### src/rtl/mbox_pkg.sv
package mbox_pkg;
  // Qualified single-cycle access strobes from control to the datapath
  typedef struct packed {
    logic m2lWr;  // master write event, chip selected
    logic l2mRd;  // master read event, chip selected
    logic l2mWr;  // local write this cycle
    logic m2lRd;  // local read this cycle
  } mboxCtrlT;
endpackage

### src/rtl/mbox_strobe_sync.sv
module mbox_strobe_sync #(
  parameter int STAGES = 2
) (
  input  logic clk,
  input  logic rstN,
  input  logic asyncIn,
  output logic risePulse
);
  logic [STAGES-1:0] chain;
  logic lastQ;

  always_ff @(posedge clk or negedge rstN) begin
    if (!rstN) begin
      chain <= '0;
      lastQ <= 1'b0;
    end else begin
      chain <= {chain[STAGES-2:0], asyncIn};
      lastQ <= chain[STAGES-1];
    end
  end

  assign risePulse = chain[STAGES-1] & ~lastQ;
endmodule

### src/rtl/mbox_ctrl.sv
module mbox_ctrl
  import mbox_pkg::*;
#(
  parameter int SYNC_STAGES = 2
) (
  input  logic     clk,
  input  logic     rstN,
  input  logic     mCs,
  input  logic     mRd,
  input  logic     mWr,
  input  logic     lSel,
  input  logic     lWr,
  output mboxCtrlT ctrl
);
  logic wrRise;
  logic rdRise;

  mbox_strobe_sync #(.STAGES(SYNC_STAGES)) u_wrSync (
    .clk(clk), .rstN(rstN), .asyncIn(mWr), .risePulse(wrRise)
  );
  mbox_strobe_sync #(.STAGES(SYNC_STAGES)) u_rdSync (
    .clk(clk), .rstN(rstN), .asyncIn(mRd), .risePulse(rdRise)
  );

  always_comb begin
    ctrl.m2lWr = wrRise & mCs;
    ctrl.l2mRd = rdRise & mCs;
    ctrl.l2mWr = lSel & lWr;
    ctrl.m2lRd = lSel & ~lWr;
  end
endmodule

### src/rtl/mbox_datapath.sv
module mbox_datapath
  import mbox_pkg::*;
#(
  parameter int DATA_W = 8,
  parameter int REGS   = 3,
  parameter int ADDR_W = 2
) (
  input  logic              clk,
  input  logic              rstN,
  input  mboxCtrlT          ctrl,
  input  logic [ADDR_W-1:0] mAddr,
  input  logic [DATA_W-1:0] mDataIn,
  input  logic [ADDR_W-1:0] lAddr,
  input  logic [DATA_W-1:0] lWdata,
  output logic [DATA_W-1:0] mDataOut,
  output logic [DATA_W-1:0] lRdata,
  output logic              m2lFull,
  output logic              l2mFull
);
  localparam logic [ADDR_W-1:0] STATUS_ADDR = ADDR_W'(REGS);
  localparam logic [ADDR_W-1:0] DOOR_ADDR   = '0;

  logic [DATA_W-1:0] m2lReg [REGS];
  logic [DATA_W-1:0] l2mReg [REGS];
  logic [DATA_W-1:0] statusByte;

  for (genvar i = 0; i < REGS; i++) begin : g_regs
    always_ff @(posedge clk or negedge rstN) begin
      if (!rstN) m2lReg[i] <= '0;
      else if (ctrl.m2lWr && mAddr == ADDR_W'(i)) m2lReg[i] <= mDataIn;
    end
    always_ff @(posedge clk or negedge rstN) begin
      if (!rstN) l2mReg[i] <= '0;
      else if (ctrl.l2mWr && lAddr == ADDR_W'(i)) l2mReg[i] <= lWdata;
    end
  end

  // Doorbell flags: a set on the same edge as a clear wins
  always_ff @(posedge clk or negedge rstN) begin
    if (!rstN) begin
      m2lFull <= 1'b0;
      l2mFull <= 1'b0;
    end else begin
      if (ctrl.m2lWr && mAddr == DOOR_ADDR)      m2lFull <= 1'b1;
      else if (ctrl.m2lRd && lAddr == DOOR_ADDR) m2lFull <= 1'b0;
      if (ctrl.l2mWr && lAddr == DOOR_ADDR)      l2mFull <= 1'b1;
      else if (ctrl.l2mRd && mAddr == DOOR_ADDR) l2mFull <= 1'b0;
    end
  end

  assign statusByte = {{(DATA_W-2){1'b0}}, l2mFull, m2lFull};

  always_comb begin
    mDataOut = '0;
    lRdata   = '0;
    if (mAddr == STATUS_ADDR) mDataOut = statusByte;
    if (lAddr == STATUS_ADDR) lRdata   = statusByte;
    for (int i = 0; i < REGS; i++) begin
      if (mAddr == ADDR_W'(i)) mDataOut = l2mReg[i];
      if (lAddr == ADDR_W'(i)) lRdata   = m2lReg[i];
    end
  end
endmodule

### src/rtl/mbox_slave_port.sv
module mbox_slave_port
  import mbox_pkg::*;
#(
  parameter int DATA_W      = 8,
  parameter int REGS        = 3,
  parameter int SYNC_STAGES = 2,
  localparam int ADDR_W     = $clog2(REGS + 1)
) (
  input  logic              clk,
  input  logic              rstN,
  input  logic              mCs,
  input  logic [ADDR_W-1:0] mAddr,
  input  logic              mRd,
  input  logic              mWr,
  input  logic [DATA_W-1:0] mDataIn,
  output logic [DATA_W-1:0] mDataOut,
  output logic              mIrq,
  input  logic              lSel,
  input  logic              lWr,
  input  logic [ADDR_W-1:0] lAddr,
  input  logic [DATA_W-1:0] lWdata,
  output logic [DATA_W-1:0] lRdata,
  output logic              lIrq
);
  mboxCtrlT ctrl;
  logic m2lFull;
  logic l2mFull;

  mbox_ctrl #(.SYNC_STAGES(SYNC_STAGES)) u_ctrl (
    .clk(clk), .rstN(rstN), .mCs(mCs), .mRd(mRd), .mWr(mWr),
    .lSel(lSel), .lWr(lWr), .ctrl(ctrl)
  );

  mbox_datapath #(.DATA_W(DATA_W), .REGS(REGS), .ADDR_W(ADDR_W)) u_dp (
    .clk(clk), .rstN(rstN), .ctrl(ctrl),
    .mAddr(mAddr), .mDataIn(mDataIn), .lAddr(lAddr), .lWdata(lWdata),
    .mDataOut(mDataOut), .lRdata(lRdata),
    .m2lFull(m2lFull), .l2mFull(l2mFull)
  );

  assign lIrq = m2lFull;
  assign mIrq = l2mFull;
endmodule

### config.mk
export PLATFORM = sky130hd
export DESIGN_NAME = mbox_slave_port
export DESIGN_NICKNAME = d
export VERILOG_FILES = /design/src/rtl/mbox_pkg.sv /design/src/rtl/mbox_strobe_sync.sv /design/src/rtl/mbox_ctrl.sv /design/src/rtl/mbox_datapath.sv /design/src/rtl/mbox_slave_port.sv
export SDC_FILE = /design/constraint.sdc
export NUM_CORES = 1
export LEC_CHECK = 0
export ABC_AREA = 1
export BUFFER_PORTS_ARGS = -buffer_cell sky130_fd_sc_hd__buf_2
export CORE_UTILIZATION = 50
export CTS_BUF_LIST = sky130_fd_sc_hd__clkbuf_16
export DETAILED_ROUTE_END_ITERATION = 10
export PLACE_DENSITY = 0.72
export SLEW_MARGIN = 20
export SYNTH_ARGS = -nofsm -noshare
export SYNTH_HDL_FRONTEND = slang
export SYNTH_SLANG_ARGS = --single-unit
### constraint.sdc
create_clock -name clk -period 1.3 [get_ports clk]
set_input_delay 0.13 -clock clk [delete_from_list [all_inputs] [get_ports clk]]
set_output_delay 0.13 -clock clk [all_outputs]
set_load 0.05 [all_outputs]
# Yosys cells after proc, flatten, opt, wreduce, memory -nomap -nowiden
# Cells that the tools add are included.
op_classes:
  n_addsub: 0
  multipliers: 0
  div: 0
  magnitude_cmp: 0
  eq_ne: 6
  shifts: 0
  mux: 12
  n_bitwise: 9
  reduce_logical: 12
op_table:
  columns: ["op", "n"]
  rows:
  - ["2-to-1 mux 8 bit", 6]
  - ["== test 2 bit, second input constant", 4]
  - ["logical AND 1 bit", 8]
  - ["AND 1 bit", 6]
  - ["== test 2 x 1 -> 1 bit, second input constant", 2]
  - ["logical NOT 2 bit", 2]
  - ["2-to-1 mux 1 bit", 4]
  - ["2-to-1 mux 2 bit", 2]
  - ["nonzero test 2 bit", 2]
  - ["inverter 1 bit", 3]
word_totals:
  regBits: 56
  latch_bits: 0
  ramBits: 0
  mem_bits_ro: 0
  input_bits: 27
  out_inout_bits: 18
  elab_cells: 51
  memories: 0

# Longest topological paths before layout
# Gate-level depths: netlist (run 1).
depth:
  ltp_word: 6
  depth_mapped: 7
  ltp_nobuf: 6

# By module
# A second synthesis (run 1) with hierarchy kept.
hier_totals:
  hier_cells: 320
  hier_area_um2: 2667.6
by_module_without_submodules:
  columns: ["mod", "n_inst", "cells_per_inst", "area_per_inst_um2", "seq_area_each_um2"]
  rows:
  - ["mbox_datapath", 1, 302, 2464.9, 1251.2]
  - ["mbox_strobe_sync", 2, 5, 85.1, 75.1]
  - ["mbox_ctrl", 1, 8, 32.5, 0.0]

# Worst setup path after synthesis (run 1)
# No wires, ideal clock.
synth_path:
  path_type: "register to output"
  start: "register u_dp.m2lFull"
  end: "output lRdata[0]"
  t_arrival_ns: 1.214
  t_required_ns: 1.170
  slack_ns: -0.044
  stages_incl_launch_ff: 3
  n_path_buf: 0
  path_cell_list: "dfrtp_1 -> nand3_1 -> nand4_1"
synth_between:
  elab_chain_len: 4
synth_lines:
  columns: ["item", "line", "source"]
  rows:
  - ["start, declared", "mbox_datapath.sv:17", "output logic m2lFull,"]
  - ["start signal, assigned", "mbox_datapath.sv:41", "m2lFull <= 1'b0;"]
  - ["start signal, assigned", "mbox_datapath.sv:44", "if (ctrl.m2lWr && mAddr == DOOR_ADDR) m2lFull <= 1'b1;"]
  - ["start signal, assigned", "mbox_datapath.sv:45", "else if (ctrl.m2lRd && lAddr == DOOR_ADDR) m2lFull <= 1'b0;"]
  - ["2-to-1 mux 2 bit", "mbox_datapath.sv:57", "if (lAddr == STATUS_ADDR) lRdata = statusByte;"]
  - ["2-to-1 mux 8 bit (3 in a row)", "mbox_datapath.sv:60", "if (lAddr == ADDR_W'(i)) lRdata = m2lReg[i];"]
  - ["end, declared", "mbox_slave_port.sv:22", "output logic [DATA_W-1:0] lRdata,"]
# Every way passes these cells.

# Worst setup path after layout (run 1)
layout_path:
  start: "register u_dp.m2lFull"
  end: "output mDataOut[0]"
layout_between:
  elab_chain_len: 4
layout_lines:
  columns: ["item", "line", "source"]
  rows:
  - ["2-to-1 mux 2 bit", "mbox_datapath.sv:56", "if (mAddr == STATUS_ADDR) mDataOut = statusByte;"]
  - ["2-to-1 mux 8 bit (3 in a row)", "mbox_datapath.sv:59", "if (mAddr == ADDR_W'(i)) mDataOut = l2mReg[i];"]
  - ["end, declared", "mbox_slave_port.sv:16", "output logic [DATA_W-1:0] mDataOut,"]
# Every way passes these cells.

==> flow_metrics.env, run 1 <==
export IMPL_run_status="finished, final reports clean"
export IMPL_overflow=0
export IMPL_synth_compound_area_share_pct=0
export IMPL_reg2reg_from="u_ctrl.u_wrSync.chain[1]$_DFF_PN0_"
export IMPL_synthArstFlopShare_pct=100
export IMPL_dieArea_mm2=0.00557
export IMPL_crit_path_end_kind="primary output"
export IMPL_holdPathStages=3
export IMPL_num_vias=2206
export IMPL_drt_pass1_iterations=4
export IMPL_maxCapViolCount=0
export IMPL_ys_flop_type="dfrtp_1"
export IMPL_synth_top_family_by_area="simple AND/OR/NAND/NOR gates"
export IMPL_finalWirelength_um=5880
export IMPL_avgSynthCellArea_um2=8.43
export IMPL_hold_worst_slack_ns=0.0724
export IMPL_place_hpwl_um=3990
export IMPL_drt_iter0_markers=108
export IMPL_ys_seq_area_share_pct=53.1
export IMPL_fin_tns_setup_ns=0
export IMPL_hold_end="u_dp.l2mReg[1]$_DFFE_PN0P_"
export IMPL_grt_pass1_wl_um=9580
export IMPL_worst_pin_slew_ns=0.306
export IMPL_fin_cells=438
export IMPL_ir_drop_uv=1060
export IMPL_synth_top_area_cell="dfrtp_1"
export IMPL_synthCells=313
export IMPL_report_final_slew_viol_count=0
export IMPL_drive_gt1_share_pct=23.6
export IMPL_syn_num_nets=340
export IMPL_dpl_cell_count=424
export IMPL_hold_path_startpoint="lWdata[1]"
export IMPL_cp_required_ns=1.17
export IMPL_synth_area_mm2=0.00264
export IMPL_start_util_pct=51.7
export IMPL_worstRegToRegCells=6
export IMPL_htreeDepth=2
export IMPL_place_congestion=0.753
export IMPL_synth_top_area_share_pct=53.1
export IMPL_clockBufferDepth=2
export IMPL_arrival_ns=1.12
export IMPL_nets=394
export IMPL_grt_max_degree=57
export IMPL_layout_min_cycle_time_ns=1.25
export IMPL_placed_cell_area_mm2=0.00291
export IMPL_cts_tree="done"
export IMPL_dieHeight_um=74.7
export IMPL_grt_setup_unrepaired="false"
export IMPL_relSlewSlack_pct=79.6
export IMPL_antenna_found_initial=0
export IMPL_fillers=449
export IMPL_crit_type="flip-flop to primary output"
export IMPL_synth_simple_area_share_pct=41.0
export IMPL_root_buffer="clkbuf_16"
export IMPL_synthAdderAreaFrac_pct=0
export IMPL_power_density_mw_per_mm2=1480
export IMPL_ys_ff_latch=56
export IMPL_io_pins=45
export IMPL_ys_warnings_count=0
export IMPL_row_count=26
export IMPL_synth_edf_count=0
export IMPL_muxShareOfSynthArea_pct=0
export IMPL_ys_types=13
export IMPL_drc=0
export IMPL_clk_latency_ns=0.29
export IMPL_synth_area_leaders="dfrtp_1 53%, nand2_1 22%, nand3_1 11%, buf_6 3.4%, nor2_8 3.0%"
export IMPL_min_period_over_period_pct=96.2
export IMPL_setup_viol=0
export IMPL_final_hold_viol_count=0
export IMPL_numCtsBuffers=5
export IMPL_ant_nets=0
export IMPL_reg2reg_to="u_dp.m2lReg[0]$_DFFE_PN0P_"
export IMPL_io_buffers=44
export IMPL_dieWidth_um=74.7
export IMPL_wl_per_cell_um=13.4
export IMPL_postLayoutCellArea_mm2=0.00311
export IMPL_synth_xor_area_share_pct=0
export IMPL_syn_to_final_growth_pct=17.8
export IMPL_hp_class="primary input to flip-flop"
export IMPL_cp_start_kind="flip-flop"
export IMPL_ff2ff_setup_slack_ns=0.13
export IMPL_synth_most_common_cell="nand2_1"
export IMPL_grt_pass1_vias=2025
export IMPL_synthTopCellsByCount="158 x nand2_1, 58 x nand3_1, 56 x dfrtp_1"
export IMPL_grt_use_total_pct=23.0
export IMPL_core_area_mm2=0.00511
export IMPL_via_per_inst=5.04
export IMPL_cts_sinks=56
export IMPL_clkSlewWorstSetupHoldPaths_ns=0.07
export IMPL_skew_ns=0.00366
export IMPL_crit_fanout=4
export IMPL_p_leak_nw=1.71
export IMPL_diodes=0
export IMPL_fmax_mhz=800
## critical path, stage by stage (launching register included)
cell and delay [ns]:
dfrtp_2 0.39, nand3_1 0.07, nand4_1 0.10, buf_2 0.26
## final cells by class
class | instances | area [um2] | share of cell area (%)
clock buffers | 5 | 125 | 4.02
clock inverters | 3 | 13.8 | 0.442
inverters | 10 | 42.5 | 1.37
multi-input cells | 236 | 1080 | 34.8
flip-flops and latches | 56 | 1400 | 45.1
well taps | 70 | 87.6 | 2.82
repair buffers | 58 | 354 | 11.4
## sequential cells by signal, indices dropped and copies added (netlist names)
| name | cells |
|---|---|
| u_dp.m2lReg | 24 |
| u_dp.m2lFull | 1 |
| u_ctrl.u_rdSync.chain | 2 |
| u_ctrl.u_wrSync.lastQ | 1 |
| u_ctrl.u_wrSync.chain | 2 |
| u_ctrl.u_rdSync.lastQ | 1 |
| u_dp.l2mFull | 1 |
| u_dp.l2mReg | 24 |
## report_power, final
group / switching [mW] / internal (mW) / leakage, nW
registers: 0.177 / 2.06 / 0.698
clock network: 0.595 / 0.702 / 0.0710
logic: 0.761 / 0.325 / 0.942
## worst max-delay path by stage
stage                                             from                          end  slack (ns)  depth (start not counted)
floorplan                     u_dp.m2lFull$_DFFE_PN0P_                  mDataOut[0]        0.08                          2
global placement                              mAddr[0]                  mDataOut[4]        0.11                          6
detailed placement                            mAddr[0]                  mDataOut[7]        0.09                          6
CTS                           u_dp.l2mFull$_DFFE_PN0P_                  mDataOut[1]        0.04                          3
global route        u_ctrl.u_wrSync.chain[1]$_DFF_PN0_  u_dp.m2lReg[12]$_DFFE_PN0P_       0.004                          5
finish                        u_dp.m2lFull$_DFFE_PN0P_                  mDataOut[0]        0.05                          3
## layout by cell type, fill, tap and decap left out, types with 4 or more instances in the layout
master     synthesis  layout
buf_2              0      41
buf_4              3      10
clkbuf_16          0       5
dfrtp_1           56      54
inv_2              5       5
nand2_1          158     158
nand2_2            8       8
nand3_1           58      58
nand4_1            4       4
nor2_8             4       4
## per-layer routing
layer | vias to the layer above | global-route usage (%) | wire [um]
met5 | - | 0 | 0
met3 | 5 | 4.02 | 238
li1 | 1103 | - | -
met4 | 0 | 4.40 | 28
met2 | 57 | 39.1 | 2920
met1 | 1041 | 31.3 | 2700
## metrics by stage
| step | util [%] | setup WS [ns] | total power, mW |
|---|---|---|---|
| floorplan | - | 0.0765 | 3.04 |
| global placement | 57.0 | 0.108 | 3.30 |
| detailed placement | 57.0 | 0.0890 | 3.33 |
| CTS | 60.3 | 0.0383 | 4.63 |
| global route | 60.9 | 0.00403 | 4.85 |
| finish | 60.9 | 0.0500 | 4.62 |
## kinds of logic after synthesis
group	count (synthesis)
and+or+nand+nor	236
DFF	56
buffers and inverters	21
## what timing repair did
item | 4_1_cts | 5_1_grt
setup endpoints to repair | 0 | 6
hold endpoints to repair | 58 | 0
buffers inserted | 0 | 3
hold buffers | 3 | 0
resized for setup | 0 | 6
(Power assumes the default switching activity.)
==> run 2, diff against run 1 <==
--- a/config.mk
+++ b/config.mk
@@ -7,6 +7,7 @@
 export LEC_CHECK = 0
 export ABC_AREA = 1
 export BUFFER_PORTS_ARGS = -buffer_cell sky130_fd_sc_hd__buf_2
+export CORE_ASPECT_RATIO = 0.9
 export CORE_UTILIZATION = 50
 export CTS_BUF_LIST = sky130_fd_sc_hd__clkbuf_16
 export DETAILED_ROUTE_END_ITERATION = 10
==> constraint.sdc (replaced) <==
create_clock -name clk -period 1.3 [get_ports clk]
set_input_delay 0.26 -clock clk [delete_from_list [all_inputs] [get_ports clk]]
set_output_delay 0.26 -clock clk [all_outputs]
set_load 0.05 [all_outputs]
==> run 2 against run 1 <==
- wire length is 5.1% higher
- via count is 2.7% higher
- sequential share of layout area is 3.9 points lower
- total power rose by 4.0%
- critical path depth did not move
- the run now ends with setup timing left
- critical endpoint is now mDataOut[1]
- sequential power about the same
- combinational power rose by 18%
- clock skew is essentially flat
- flip-flop and latch count unchanged
- hold slack improved by 0.0038 ns
- clock power is 3% lower
- highest routed layer unchanged
- first-iteration DRC count up 49%
==> flow_metrics.env, run 2 (same netlist as run 1, synthesis figures left out) <==
export IMPL_io_pins=45
export IMPL_drt_pass1_iterations=5
export IMPL_place_congestion=0.794
export IMPL_hold_worst_slack_ns=0.0762
export IMPL_p_leak_nw=1.87
export IMPL_min_period_over_period_pct=102
export IMPL_overflow=0
export IMPL_nets=405
export IMPL_startpoint="u_dp.l2mFull$_DFFE_PN0P_"
export IMPL_fmax_mhz=753
export IMPL_placed_cell_area_mm2=0.00304
export IMPL_numCtsBuffers=5
export IMPL_root_buffer="clkbuf_16"
export IMPL_final_common_cell="nand2_1"
export IMPL_clkSlewWorstSetupHoldPaths_ns=0.06
export IMPL_grt_max_degree=57
export IMPL_cp_start_kind="flip-flop"
export IMPL_finalWirelength_um=6180
export IMPL_io_buffers=44
export IMPL_maxCapViolCount=0
export IMPL_power_density_mw_per_mm2=1410
export IMPL_dieWidth_um=78.6
export IMPL_crit_path_end="mDataOut[1]"
export IMPL_grt_pass1_vias=2163
export IMPL_row_count=24
export IMPL_cts_tree="done"
export IMPL_relSlewSlack_pct=80.4
export IMPL_clk_latency_ns=0.29
export IMPL_violations="setup timing"
export IMPL_run_status="finished, violations left"
export IMPL_setup_viol=4
export IMPL_fin_util_pct=68.8
export IMPL_wl_per_cell_um=13.9
export IMPL_cts_sinks=56
export IMPL_hp_class="primary input to flip-flop"
export IMPL_drc=0
export IMPL_final_hold_viol_count=0
export IMPL_grt_pass1_wl_um=10400
export IMPL_antenna_found_initial=0
export IMPL_ant_nets=0
export IMPL_drive_gt1_share_pct=30.9
export IMPL_start_util_pct=53.3
export IMPL_layout_min_cycle_time_ns=1.33
export IMPL_dpl_cell_count=429
export IMPL_skew_ns=0.00361
export IMPL_grt_setup_unrepaired="true"
export IMPL_dieHeight_um=70.9
export IMPL_place_hpwl_um=4090
export IMPL_biggestRegsByFlops="u_dp.l2mReg (24), u_dp.m2lReg (24)"
export IMPL_num_vias=2266
export IMPL_postLayoutCellArea_mm2=0.00341
export IMPL_clockBufferDepth=2
export IMPL_htreeDepth=2
export IMPL_ir_drop_uv=892
export IMPL_diodes=0
export IMPL_reg2reg_from="u_ctrl.u_wrSync.chain[1]$_DFF_PN0_"
export IMPL_dieArea_mm2=0.00558
export IMPL_grt_use_total_pct=24.8
export IMPL_worstRegToRegCells=6
export IMPL_crit_fanout=4
export IMPL_final_cell_mix="155 x nand2_1, 54 x dfrtp_1, 42 x nand3_1"
export IMPL_report_final_slew_viol_count=0
export IMPL_syn_to_final_growth_pct=29.1
export IMPL_crit_type="flip-flop to primary output"
export IMPL_fin_ws_ns=-0.0272
export IMPL_reg2reg_to="u_dp.m2lReg[1]$_DFFE_PN0P_"
export IMPL_place_ws_ns=-0.132
export IMPL_drt_iter0_markers=161
export IMPL_fin_cells=444
export IMPL_worst_pin_slew_ns=0.294
export IMPL_crit_path_end_kind="primary output"
export IMPL_cp_required_ns=1.04
export IMPL_ff2ff_setup_slack_ns=0.18
export IMPL_core_area_mm2=0.00495
export IMPL_via_per_inst=5.10
export IMPL_arrival_ns=1.07
## run 2: critical path, stage by stage, from the launching register on
cell	delay, ns
dfrtp_2	0.45
nand3_2	0.07
nand4_1	0.10
buf_6	0.17
## run 2: power breakdown
| part | internal, mW | total, mW | switching (mW) |
|---|---|---|---|
| sequential | 2.06 | 2.25 | 0.190 |
| combinational | 0.479 | 1.29 | 0.816 |
| clock | 0.695 | 1.26 | 0.564 |
| total | 3.23 | 4.80 | 1.57 |
## run 2: final cells by class
| type | count | area, um2 |
|---|---|---|
| fill | 426 | 1550 |
| clock buffer | 5 | 125 |
| timing repair buffer | 68 | 553 |
| sequential | 56 | 1400 |
| inverter | 10 | 50.0 |
| clock inverter | 3 | 11.3 |
| multi-input combinational | 237 | 1180 |
| tap | 65 | 81.3 |
## run 2: metrics by stage
step | power [mW] | TNS, ns
2_1_floorplan | 3.08 | -0.212
3_3_place_gp | 3.36 | -2.08
3_5_place_dp | 3.38 | -2.33
4_1_cts | 4.75 | -0.0977
5_1_grt | 5.05 | -0.225
6_report | 4.80 | -0.0812
## run 2: how the worst min path moves through the flow
| stage | start | endpoint | slack [ns] | cells after the start |
|---|---|---|---|---|
| 6_report | mWr | u_ctrl.u_wrSync.chain[0]$_DFF_PN0_ | 0.08 | 1 |
| 3_3_place_gp | rstN | u_dp.m2lReg[18]$_DFFE_PN0P_ | 0.28 | 2 |
| 5_1_grt | mWr | u_ctrl.u_wrSync.chain[0]$_DFF_PN0_ | 0.08 | 1 |
| 4_1_cts | mWr | u_ctrl.u_wrSync.chain[0]$_DFF_PN0_ | 0.07 | 1 |
| 3_5_place_dp | rstN | u_dp.m2lReg[10]$_DFFE_PN0P_ | 0.28 | 2 |
| 2_1_floorplan | rstN | u_ctrl.u_rdSync.chain[0]$_DFF_PN0_ | -0.04 | 0 |
## run 2: metal layers
| layer | track usage (%) | up-vias | part of all wire (%) |
|---|---|---|---|
| li1 | - | 1120 | - |
| met1 | 33.3 | 1065 | 45 |
| met2 | 41.1 | 74 | 49 |
| met3 | 4.52 | 7 | 4.8 |
| met4 | 7.82 | 0 | 1.2 |
| met5 | 0 | - | 0 |
## run 2: what timing repair did
item / 4_1_cts / 5_1_grt
gates cloned: 0 / 1
endpoints found under the setup margin: 16 / 17
hold endpoints to repair: 56 / 0
buffers inserted: 1 / 4
pin swaps: 4 / 8
hold buffers: 1 / 0
gates resized for setup: 29 / 21
==> run 3, diff against run 2 <==
--- a/config.mk
+++ b/config.mk
@@ -8,10 +8,10 @@
 export ABC_AREA = 1
 export BUFFER_PORTS_ARGS = -buffer_cell sky130_fd_sc_hd__buf_2
 export CORE_ASPECT_RATIO = 0.9
-export CORE_UTILIZATION = 50
+export CORE_UTILIZATION = 35
 export CTS_BUF_LIST = sky130_fd_sc_hd__clkbuf_16
 export DETAILED_ROUTE_END_ITERATION = 10
-export PLACE_DENSITY = 0.72
+export MAX_ROUTING_LAYER = met4
 export SLEW_MARGIN = 20
 export SYNTH_ARGS = -nofsm -noshare
 export SYNTH_HDL_FRONTEND = slang
==> run 3 against run 2 <==
- clock skew grew 0.0049 ns
- via count shrank 0.49%
- count of clock-buffer cells in the layout is the same
- global-route usage fell by 6.4 points
- total power increased by 3.7%
- flip-flop and latch count did not move
- fmax shrank 2.3%
- sequential share of layout area decreased by 0.64 points
- clock power grew 10%
- highest routed layer unchanged
- hold slack got worse by 0.011 ns
- the flow still finishes with violations (setup timing)
- critical path type unchanged
- register-to-register slack got worse by 0.03 ns
- first-iteration DRC count decreased by 30%
==> flow_metrics.env, run 3 (same netlist as run 1, synthesis figures left out) <==
export IMPL_biggestRegsByFlops="u_dp.l2mReg (24), u_dp.m2lReg (24)"
export IMPL_cts_tree="done"
export IMPL_drt_iter0_markers=113
export IMPL_min_period_over_period_pct=104
export IMPL_hold_end="u_ctrl.u_rdSync.chain[0]$_DFF_PN0_"
export IMPL_grt_use_total_pct=18.5
export IMPL_violations="setup timing"
export IMPL_cp_start_kind="flip-flop"
export IMPL_crit_fanout=4
export IMPL_fillers=720
export IMPL_holdPathStages=1
export IMPL_finalWirelength_um=6610
export IMPL_worst_pin_slew_ns=0.337
export IMPL_setup_viol=4
export IMPL_grt_setup_unrepaired="true"
export IMPL_final_hold_viol_count=0
export IMPL_drc=0
export IMPL_clk_latency_ns=0.29
export IMPL_multi_input_area_mm2=0.00118
export IMPL_row_count=29
export IMPL_hp_class="primary input to flip-flop"
export IMPL_relSlewSlack_pct=77.6
export IMPL_drive_gt1_share_pct=32.7
export IMPL_fin_ws_ns=-0.0584
export IMPL_fin_tns_setup_ns=-0.211
export IMPL_io_buffers=44
export IMPL_layout_min_cycle_time_ns=1.36
export IMPL_ant_nets=0
export IMPL_grt_pass1_vias=2145
export IMPL_run_status="finished, violations left"
export IMPL_place_hpwl_um=4560
export IMPL_dieWidth_um=93.6
export IMPL_ir_drop_uv=631
export IMPL_via_per_inst=4.78
export IMPL_cp_required_ns=1.04
export IMPL_grt_pass1_wl_um=10900
export IMPL_dieArea_mm2=0.00790
export IMPL_drt_pass1_iterations=4
export IMPL_hold_worst_slack_ns=0.0649
export IMPL_final_cell_mix="151 x nand2_1, 54 x dfrtp_1, 42 x nand3_1"
export IMPL_ff2ff_setup_slack_ns=0.15
export IMPL_numCtsBuffers=5
export IMPL_overflow=0
export IMPL_nets=405
export IMPL_fmax_mhz=736
export IMPL_clockBufferDepth=2
export IMPL_regArea_mm2=0.00140
export IMPL_wl_per_cell_um=14.0
export IMPL_reg2reg_to="u_dp.m2lReg[17]$_DFFE_PN0P_"
export IMPL_p_leak_nw=1.87
export IMPL_start_util_pct=36.7
export IMPL_dieHeight_um=84.4
export IMPL_arrival_ns=1.10
export IMPL_report_final_slew_viol_count=0
export IMPL_core_area_mm2=0.00718
export IMPL_num_vias=2255
export IMPL_grt_max_degree=27
export IMPL_syn_to_final_growth_pct=31.1
export IMPL_crit_path_end_kind="primary output"
export IMPL_crit_type="flip-flop to primary output"
export IMPL_clkSlewWorstSetupHoldPaths_ns=0.08
export IMPL_cts_sinks=56
export IMPL_place_congestion=0.757
export IMPL_diodes=0
export IMPL_maxCapViolCount=0
export IMPL_final_common_cell="nand2_1"
export IMPL_io_pins=45
export IMPL_hold_path_startpoint="mRd"
export IMPL_reg2reg_from="u_ctrl.u_wrSync.chain[1]$_DFF_PN0_"
export IMPL_htreeDepth=2
export IMPL_skew_ns=0.00851
export IMPL_power_density_mw_per_mm2=1440
export IMPL_worstRegToRegCells=5
export IMPL_root_buffer="clkbuf_16"
export IMPL_antenna_found_initial=0
[run 3: changes by cell type in the layout (fill, tap and decap cells not counted), sizes merged]
cell | previous run | this run
clkinvlp | 0 | 1
nor2 | 8 | 7
buf | 67 | 68
clkinv | 2 | 0
inv | 11 | 12
[run 3: critical path, stage by stage, from the launching register on]
cell and delay [ns]:
dfrtp_2 0.45, nand3_2 0.07, nand4_1 0.10, buf_6 0.18
[run 3: how the worst max path moves through the flow]
stage                                   from           to  slack [ns]  cells past startpoint
CTS                 u_dp.l2mFull$_DFFE_PN0P_  mDataOut[1]       -0.07                      3
global placement                    mAddr[1]  mDataOut[5]       -0.11                      6
global route        u_dp.l2mFull$_DFFE_PN0P_  mDataOut[1]       -0.11                      3
detailed placement                  mAddr[0]  mDataOut[6]       -0.12                      6
floorplan                           mAddr[0]  mDataOut[1]       -0.06                      5
finish              u_dp.l2mFull$_DFFE_PN0P_  mDataOut[1]       -0.06                      3
[run 3: cell type report]
class,count,share of cell area (%)
Clock inverter,3,0.723
Sequential cell,56,40.6
Clock buffer,5,3.62
Inverter,10,1.37
Multi-Input combinational cell,236,34.1
Timing Repair Buffer,69,16.2
Tap cell,93,3.36
[run 3: power by group]
| group | leakage (nW) | switching, mW | internal (mW) |
|---|---|---|---|
| Sequential | 0.698 | 0.196 | 2.06 |
| Clock | 0.0708 | 0.665 | 0.730 |
| Combinational | 1.10 | 0.823 | 0.507 |
| Total | 1.87 | 1.68 | 3.29 |
[run 3: per-stage QoR]
step	utilization, %	setup slack, ns	cells	cell area, um2	power, mW
after global routing	48.2	-0.114	472	3460	5.23
after global placement	43.1	-0.111	458	3100	3.37
final	48.2	-0.0584	472	3460	4.98
after floorplan	-	-0.0585	313	2740	3.08
after detailed placement	43.1	-0.122	458	3100	3.41
after CTS	46.7	-0.0693	467	3350	4.90
[run 3: routing by layer]
metal | GRT usage [%] | part of all wire (%)
met1 | 26.0 | 47
met2 | 27.6 | 46
met3 | 2.72 | 4.9
met4 | 5.45 | 1.9
met5 | - | 0
[run 3: repair_timing]
item,CTS,global route
hold endpoints to repair,10,0
hold buffers,1,0
pin swaps,3,8
resized for setup,31,21
setup endpoints to repair,16,20
buffers inserted,0,5
